==> src/rtl/sbsram_pkg.sv <==
package sbsram_pkg;

  localparam int NUM_LANES = 4;

  typedef enum logic [1:0] {
    SLP_AWAKE,
    SLP_ENTER,
    SLP_ASLEEP,
    SLP_LEAVE
  } sleepState_t;

  typedef struct packed {
    logic                 wrEn;
    logic                 rdEn;
    logic [NUM_LANES-1:0] laneMask;
  } memStrobe_t;

endpackage

==> src/rtl/sbsram_ctrl.sv <==
module sbsram_ctrl
  import sbsram_pkg::*;
#(
  parameter int ADDR_W       = 6,
  parameter int SLEEP_CYCLES = 4
) (
  input  logic                 clk,
  input  logic                 rstN,
  input  logic                 procStrobeN,
  input  logic                 ctrlStrobeN,
  input  logic                 advanceN,
  input  logic                 chipEn0N,
  input  logic                 chipEn1,
  input  logic                 chipEn2N,
  input  logic                 globalWrN,
  input  logic                 byteWrEnN,
  input  logic [NUM_LANES-1:0] laneWrN,
  input  logic                 sleepReq,
  input  logic                 interleaveMode,
  input  logic [ADDR_W-1:0]    addrIn,
  output memStrobe_t           strobes,
  output logic [ADDR_W-1:0]    accAddr,
  output logic                 awake
);

  localparam int BURST_W = 2;
  localparam int CNT_W   = $clog2(SLEEP_CYCLES + 1);
  localparam logic [CNT_W-1:0] LAST_CNT = CNT_W'(SLEEP_CYCLES - 1);

  sleepState_t          sleepState;
  logic [CNT_W-1:0]     sleepCnt;
  logic                 selected;
  logic [ADDR_W-1:0]    baseAddr;
  logic [BURST_W-1:0]   burstCnt;

  logic                 gateOpen;
  logic                 addrStrobe;
  logic                 enablesOk;
  logic                 selNow;
  logic                 anyWrite;
  logic [NUM_LANES-1:0] laneSel;
  logic [BURST_W-1:0]   stepCnt;
  logic [BURST_W-1:0]   useCnt;
  logic [BURST_W-1:0]   lowBits;

  // Access decode
  always_comb begin
    gateOpen   = (sleepState == SLP_AWAKE) && !sleepReq;
    addrStrobe = !procStrobeN || !ctrlStrobeN;
    enablesOk  = !chipEn0N && chipEn1 && !chipEn2N;
    selNow     = addrStrobe ? enablesOk : selected;
    if (!globalWrN)      laneSel = '1;
    else if (!byteWrEnN) laneSel = ~laneWrN;
    else                 laneSel = '0;
    anyWrite   = |laneSel;

    strobes.laneMask = laneSel;
    strobes.wrEn     = gateOpen && selNow && procStrobeN && anyWrite;
    strobes.rdEn     = gateOpen && selNow &&
                       (!procStrobeN || (!anyWrite && (!ctrlStrobeN || !advanceN)));
  end

  // Burst address generation
  always_comb begin
    stepCnt = burstCnt + BURST_W'(1);
    useCnt  = advanceN ? burstCnt : stepCnt;
    lowBits = interleaveMode ? (baseAddr[BURST_W-1:0] ^ useCnt)
                             : (baseAddr[BURST_W-1:0] + useCnt);
    accAddr = addrStrobe ? addrIn : {baseAddr[ADDR_W-1:BURST_W], lowBits};
  end

  always_ff @(posedge clk or negedge rstN) begin
    if (!rstN) begin
      selected <= 1'b0;
      baseAddr <= '0;
      burstCnt <= '0;
    end else if (gateOpen) begin
      if (addrStrobe) begin
        selected <= enablesOk;
        if (enablesOk) begin
          baseAddr <= addrIn;
          burstCnt <= '0;
        end
      end else if (!advanceN && selected) begin
        burstCnt <= stepCnt;
      end
    end
  end

  // Sleep sequencing
  always_ff @(posedge clk or negedge rstN) begin
    if (!rstN) begin
      sleepState <= SLP_AWAKE;
      sleepCnt   <= '0;
    end else begin
      unique case (sleepState)
        SLP_AWAKE: if (sleepReq) begin
          sleepCnt   <= CNT_W'(1);
          sleepState <= (SLEEP_CYCLES <= 1) ? SLP_ASLEEP : SLP_ENTER;
        end
        SLP_ENTER: begin
          if (!sleepReq) begin
            sleepState <= SLP_AWAKE;
            sleepCnt   <= '0;
          end else if (sleepCnt == LAST_CNT) begin
            sleepState <= SLP_ASLEEP;
            sleepCnt   <= '0;
          end else begin
            sleepCnt <= sleepCnt + CNT_W'(1);
          end
        end
        SLP_ASLEEP: if (!sleepReq) begin
          sleepCnt   <= CNT_W'(1);
          sleepState <= (SLEEP_CYCLES <= 1) ? SLP_AWAKE : SLP_LEAVE;
        end
        SLP_LEAVE: begin
          if (sleepReq) begin
            sleepState <= SLP_ASLEEP;
            sleepCnt   <= '0;
          end else if (sleepCnt == LAST_CNT) begin
            sleepState <= SLP_AWAKE;
            sleepCnt   <= '0;
          end else begin
            sleepCnt <= sleepCnt + CNT_W'(1);
          end
        end
        default: sleepState <= SLP_AWAKE;
      endcase
    end
  end

  assign awake = (sleepState == SLP_AWAKE);

endmodule

==> src/rtl/sbsram_datapath.sv <==
module sbsram_datapath
  import sbsram_pkg::*;
#(
  parameter int ADDR_W = 6,
  parameter int LANE_W = 9
) (
  input  logic                          clk,
  input  logic                          rstN,
  input  memStrobe_t                    strobes,
  input  logic [ADDR_W-1:0]             accAddr,
  input  logic [NUM_LANES*LANE_W-1:0]   dataIn,
  input  logic                          outEnN,
  output logic [NUM_LANES*LANE_W-1:0]   dataOut,
  output logic                          dataOutEn
);

  localparam int WORD_W = NUM_LANES * LANE_W;
  localparam int DEPTH  = 1 << ADDR_W;

  logic [WORD_W-1:0] rdWord;
  logic              rdValid;

  for (genvar g = 0; g < NUM_LANES; g++) begin : gLane
    logic [LANE_W-1:0] laneMem [DEPTH];
    logic [LANE_W-1:0] laneRd;

    always_ff @(posedge clk) begin
      if (strobes.wrEn && strobes.laneMask[g])
        laneMem[accAddr] <= dataIn[g*LANE_W +: LANE_W];
      if (strobes.rdEn)
        laneRd <= laneMem[accAddr];
    end

    assign rdWord[g*LANE_W +: LANE_W] = laneRd;
  end

  always_ff @(posedge clk or negedge rstN) begin
    if (!rstN) rdValid <= 1'b0;
    else       rdValid <= strobes.rdEn;
  end

  assign dataOutEn = rdValid && !outEnN;
  assign dataOut   = dataOutEn ? rdWord : '0;

endmodule

==> src/rtl/sync_burst_sram.sv <==
module sync_burst_sram
  import sbsram_pkg::*;
#(
  parameter int ADDR_W       = 6,
  parameter int LANE_W       = 9,
  parameter int SLEEP_CYCLES = 4
) (
  input  logic                        clk,
  input  logic                        rstN,
  input  logic                        procStrobeN,
  input  logic                        ctrlStrobeN,
  input  logic                        advanceN,
  input  logic                        chipEn0N,
  input  logic                        chipEn1,
  input  logic                        chipEn2N,
  input  logic                        globalWrN,
  input  logic                        byteWrEnN,
  input  logic [3:0]                  laneWrN,
  input  logic                        outEnN,
  input  logic                        sleepReq,
  input  logic                        interleaveMode,
  input  logic [ADDR_W-1:0]           addrIn,
  input  logic [4*LANE_W-1:0]         dataIn,
  output logic [4*LANE_W-1:0]         dataOut,
  output logic                        dataOutEn
);

  memStrobe_t        strobes;
  logic [ADDR_W-1:0] accAddr;
  logic              awake;

  sbsram_ctrl #(
    .ADDR_W       (ADDR_W),
    .SLEEP_CYCLES (SLEEP_CYCLES)
  ) uCtrl (
    .clk            (clk),
    .rstN           (rstN),
    .procStrobeN    (procStrobeN),
    .ctrlStrobeN    (ctrlStrobeN),
    .advanceN       (advanceN),
    .chipEn0N       (chipEn0N),
    .chipEn1        (chipEn1),
    .chipEn2N       (chipEn2N),
    .globalWrN      (globalWrN),
    .byteWrEnN      (byteWrEnN),
    .laneWrN        (laneWrN),
    .sleepReq       (sleepReq),
    .interleaveMode (interleaveMode),
    .addrIn         (addrIn),
    .strobes        (strobes),
    .accAddr        (accAddr),
    .awake          (awake)
  );

  sbsram_datapath #(
    .ADDR_W (ADDR_W),
    .LANE_W (LANE_W)
  ) uData (
    .clk       (clk),
    .rstN      (rstN),
    .strobes   (strobes),
    .accAddr   (accAddr),
    .dataIn    (dataIn),
    .outEnN    (outEnN),
    .dataOut   (dataOut),
    .dataOutEn (dataOutEn)
  );

endmodule

==> config.mk <==
export PLATFORM = sky130hd
export DESIGN_NAME = sync_burst_sram
export DESIGN_NICKNAME = d
export VERILOG_FILES = /design/src/rtl/sbsram_pkg.sv /design/src/rtl/sbsram_ctrl.sv /design/src/rtl/sbsram_datapath.sv /design/src/rtl/sync_burst_sram.sv
export SDC_FILE = /design/constraint.sdc
export NUM_CORES = 2
export LEC_CHECK = 0
export ABC_AREA = 0
export ABC_CLOCK_PERIOD_IN_PS = 4900
export BUFFER_PORTS_ARGS = -buffer_cell sky130_fd_sc_hd__buf_2
export CAP_MARGIN = 5
export CORE_ASPECT_RATIO = 0.7
export CORE_MARGIN = 8
export CORE_UTILIZATION = 38
export CTS_BUF_LIST = sky130_fd_sc_hd__clkbuf_4 sky130_fd_sc_hd__clkbuf_8 sky130_fd_sc_hd__clkbuf_16
export CTS_CLUSTER_DIAMETER = 200
export CTS_CLUSTER_SIZE = 16
export DETAILED_ROUTE_END_ITERATION = 8
export PLACE_DENSITY_LB_ADDON = 0.12
export SYNTH_ARGS = -nofsm -noshare
export SYNTH_HDL_FRONTEND = slang
export SYNTH_SLANG_ARGS = --single-unit
export TNS_END_PERCENT = 50
==> constraint.sdc <==
create_clock -name clk -period 4.9 [get_ports clk]
set_input_delay 0.735 -clock clk [delete_from_list [all_inputs] [get_ports clk]]
set_output_delay 0.735 -clock clk [all_outputs]
set_load 0.05 [all_outputs]
==> results.md <==
* Status: finished, violations left
* Failing checks: capacitance limit, slew limit
* Minimum clock period after layout at 4480 ps
* Pwr Total at 42.4 mW
* Post-synthesis register bit count at 2355
* RePlAce Congestion at 0.822
* Most common cell after layout, fill and taps aside: edfxtp_1
* DIE HEIGHT at between 400 and 500 um
* Crit-path max FO at 47
* Pre-CTS setup slack at 51.7 ps
* Worst Slack Setup Final at roughly 420 ps
* Stages on the worst setup path at 12
* Setup crit end kind: flop
* Number of buffers created by CTS at 173
* Post-route DRC at 0
* Via count of the first global-routing pass at about 49000
* Worst ir drop on vdd at 277 uV
* Site Rows at 151
* Crit Path Class: flop to flop
* First DRT Iteration DRCs at 5693
* Warnings from Yosys at 0
* Synth Cell Area at ~92000 sq um
* Delay-heaviest family, CP: simple AND/OR/NAND/NOR gates
* Tcrit/Tclk final at about nine tenths
* Critical Path Source Type: flop
* Final setup fails at 0
* Share of post-route cells with drive strength above 1 at 17.3%
* Drt pass-1 iters at 5
* Ys flop type: edfxtp_1
* WL per Instance at around 30 um
* Critical path buffers and inverters at 3
* DP HPWL at 175000 um
* Reg2Reg Depth at 12
* GRT Util Overall at between 20% and 30%
* Final Hold Fails at 0
* Grt ovf at 0
* Via count at 51300
* Post-Syn Instances at 5372
* Die width at 603 um
* Clk slew on worst S/H paths at 80 ps
* Crit path largest cell delay at roughly 660 ps
* Flop pwr share at 52.5%
* Synth Net Count at 5433
* Commonest non-fill, non-tap cells in the layout: 2340 x edfxtp_1, 1053 x mux2i_1, 595 x buf_4, 469 x o22ai_1, 272 x nor2_1
* Core area at 241000 sq um
* Die area at 258000 sq um
* Worst-skew pair later-pin latency at 840 ps
* FMAX at 0.223 GHz
* Largest net degree at the start of global routing at 66
* Mean Syn Cell Area at 17.1 sq um
* Area post-placement at 101000 sq um
* Post-CTS Setup Bufs at 0
* Leakage at roughly 37 nW
* Routed vias/inst at 5.58
* Clk Tree Root Cell: clkbuf_16
* CTS tree: yes
* Layout area overhead at 14.7%
* CTS Sinks at 2355
* Slew Limit Headroom at -0.585%
* Clock power frac at 31.1%
* Initial Util at 38.1%
* Slowest stage cell, crit path: nor2_4
* Grt met3 use at 2.90%
* Combinational Power Share at 16.4%
* Max-slew violations at 10
* Final ANT Viol Nets at 0
* Async S/R FF share, synth at 0.637%
* RSZ-0062 raised after global routing: no
* Slew @ Worst Pin at between 1500 and 2000 ps
* Switching part of the total at between 20% and 30%
* Post-synth EDFFs at 2340
* I/O Buffers at 95
* Initial antenna violation count at 9
* Most used cell along the critical path: buf_12
* Power Dens Cells at 403 nW/um^2
* Synth unique cells at 68
* Met1 GRT Util at 32.9%
* Setup Skew at 34.5 ps
* Sw Pwr at around 11 mW
* Final design area excluding fillers at 105000 sq um
* Critical path arrival at 5050 ps
* Fin Setup TNS at 0 ps
* Worst hold path depth at 2
* Hold Crit Class: input pin to flop
* Crit path cell chain: xnor2_1 > ha_1 > and3_1 > nor2_4 > buf_12 > buf_12 > buf_4 > mux2i_1 > o22ai_1 > o21ai_0 > nand4_1 > or2_2
* Wire length of the first global-routing pass at between 300000 and 400000 um
* Share of the yosys chip area belonging to registers at between 70 and 80%
* Final WL at 275000 um
* Ports at 96
* Bufs on Longest Clock Path at 4
* Layer with the highest usage: met1
* Total of max-cap violations at 1
* Fin nets at 6030
* Internal at 31.3 mW
* Htree depth at 4
* GR met2 Demand/Resource at 30.5%
* WP data required at 5470 ps
==> final timing paths <==
| path | start | endpoint | slack [ps] |
|---|---|---|---|
| min in group asynchronous | rstN | uCtrl.sleepCnt[0] | 350 |
| max in group asynchronous | rstN | uCtrl.baseAddr[0] | 4260 |
| hold / removal | advanceN | uCtrl.burstCnt[0] | 180 |
| setup reg to reg | uCtrl.burstCnt[0] | uData.gLane[0].laneRd[0] | 420 |
| setup / recovery | uCtrl.burstCnt[0] | uData.gLane[0].laneRd[0] | 420 |
| hold reg to reg | uCtrl.burstCnt[1] | uCtrl.burstCnt[1] | 520 |
==> power groups by stage <==
stage / clock network, mW / logic (mW) / registers [mW]
after floorplan: 0 / 3.93 / 22.7
after global placement: 0 / 6.98 / 22.7
after detailed placement: 0 / 7.01 / 22.7
after CTS: 13.5 / 7.03 / 22.3
after global routing: 14.2 / 7.36 / 22.3
final: 13.2 / 6.97 / 22.3
==> sequential cells by signal, indices dropped and copies added, names as in the netlist, named ones only <==
register,flops
uCtrl.sleepState,1
uCtrl.selected,1
uCtrl.burstCnt,2
uData.gLane.laneRd,36
uCtrl.baseAddr,6
uCtrl.sleepCnt,3
uData.rdValid,1
uData.gLane.laneMem,2304
==> cell families (layout without fill, tap and decap cells) <==
group | Yosys count | after routing | synth area share (%)
xor gates and xnor gates | 6 | 6 | 0.0886
other | 0 | 5 | 0
AOI/OAI and AO/OA | 877 | 877 | 5.84
adders and majority gates | 2 | 2 | 0.0273
muxes | 1078 | 1078 | 11.8
buffers and inverters | 332 | 949 | 1.61
DFF | 2355 | 2355 | 77.0
and+or+nand+nor | 722 | 722 | 3.68
==> per-layer routing <==
layer,vias up,wire [um]
met5,-,0
met3,258,17900
met1,26900,134000
li1,22400,-
met2,1756,118000
met4,0,4680
==> layout make-up <==
| type | instances | area, sq um |
|---|---|---|
| antenna | 5 | 12.5 |
| clock buffer | 192 | 4510 |
| clock inverter | 3 | 33.8 |
| fill | 21300 | 136000 |
| inverter | 3 | 11.3 |
| multi-input combinational | 2685 | 19900 |
| sequential | 2355 | 70600 |
| tap | 3213 | 4020 |
| timing repair buffer | 751 | 6150 |
==> cell usage after synthesis, types with 6 or more instances <==
cell         n  area [sq um]
a21oi_1     46           230
nand3_1     26           130
buf_4       16           120
a221oi_1    19           166
nand4_1     62           388
a211oi_1     6          45.0
mux2i_1   1053         10500
or2_2       30           188
buf_2      131           656
o32ai_1     11          96.3
nor4_1      12          75.1
nand2_1    149           559
clkbuf_1   136           510
o221ai_1     9          78.8
edfxtp_1  2340         70300
o22ai_1    469          2930
nor2_1     280          1050
nor2b_1      7          43.8
dfrtp_1     15           375
or4_1       18           135
o21ai_0    254          1270
and2_1      41           257
a22o_1       9          78.8
and3_1       6          37.5
nor3_1      72           360
mux2_2      24           270
buf_1       45           169
==> repair_timing <==
| action | CTS | global route |
|---|---|---|
| hold buffers | 1 | 0 |
| hold endpoints to repair | 15 | 0 |
| resized for setup | 0 | 0 |
==> per-stage QoR <==
stage                     hold WS (ps)  std cells  util, %
after floorplan                    439       5372        -
final                              182       9207     43.7
after CTS                          111       9202     43.7
after global placement             491       9006     41.8
after global routing               145       9202     43.7
after detailed placement           494       9006     41.8
No activity file was read; power rests on OpenSTA's default activity.
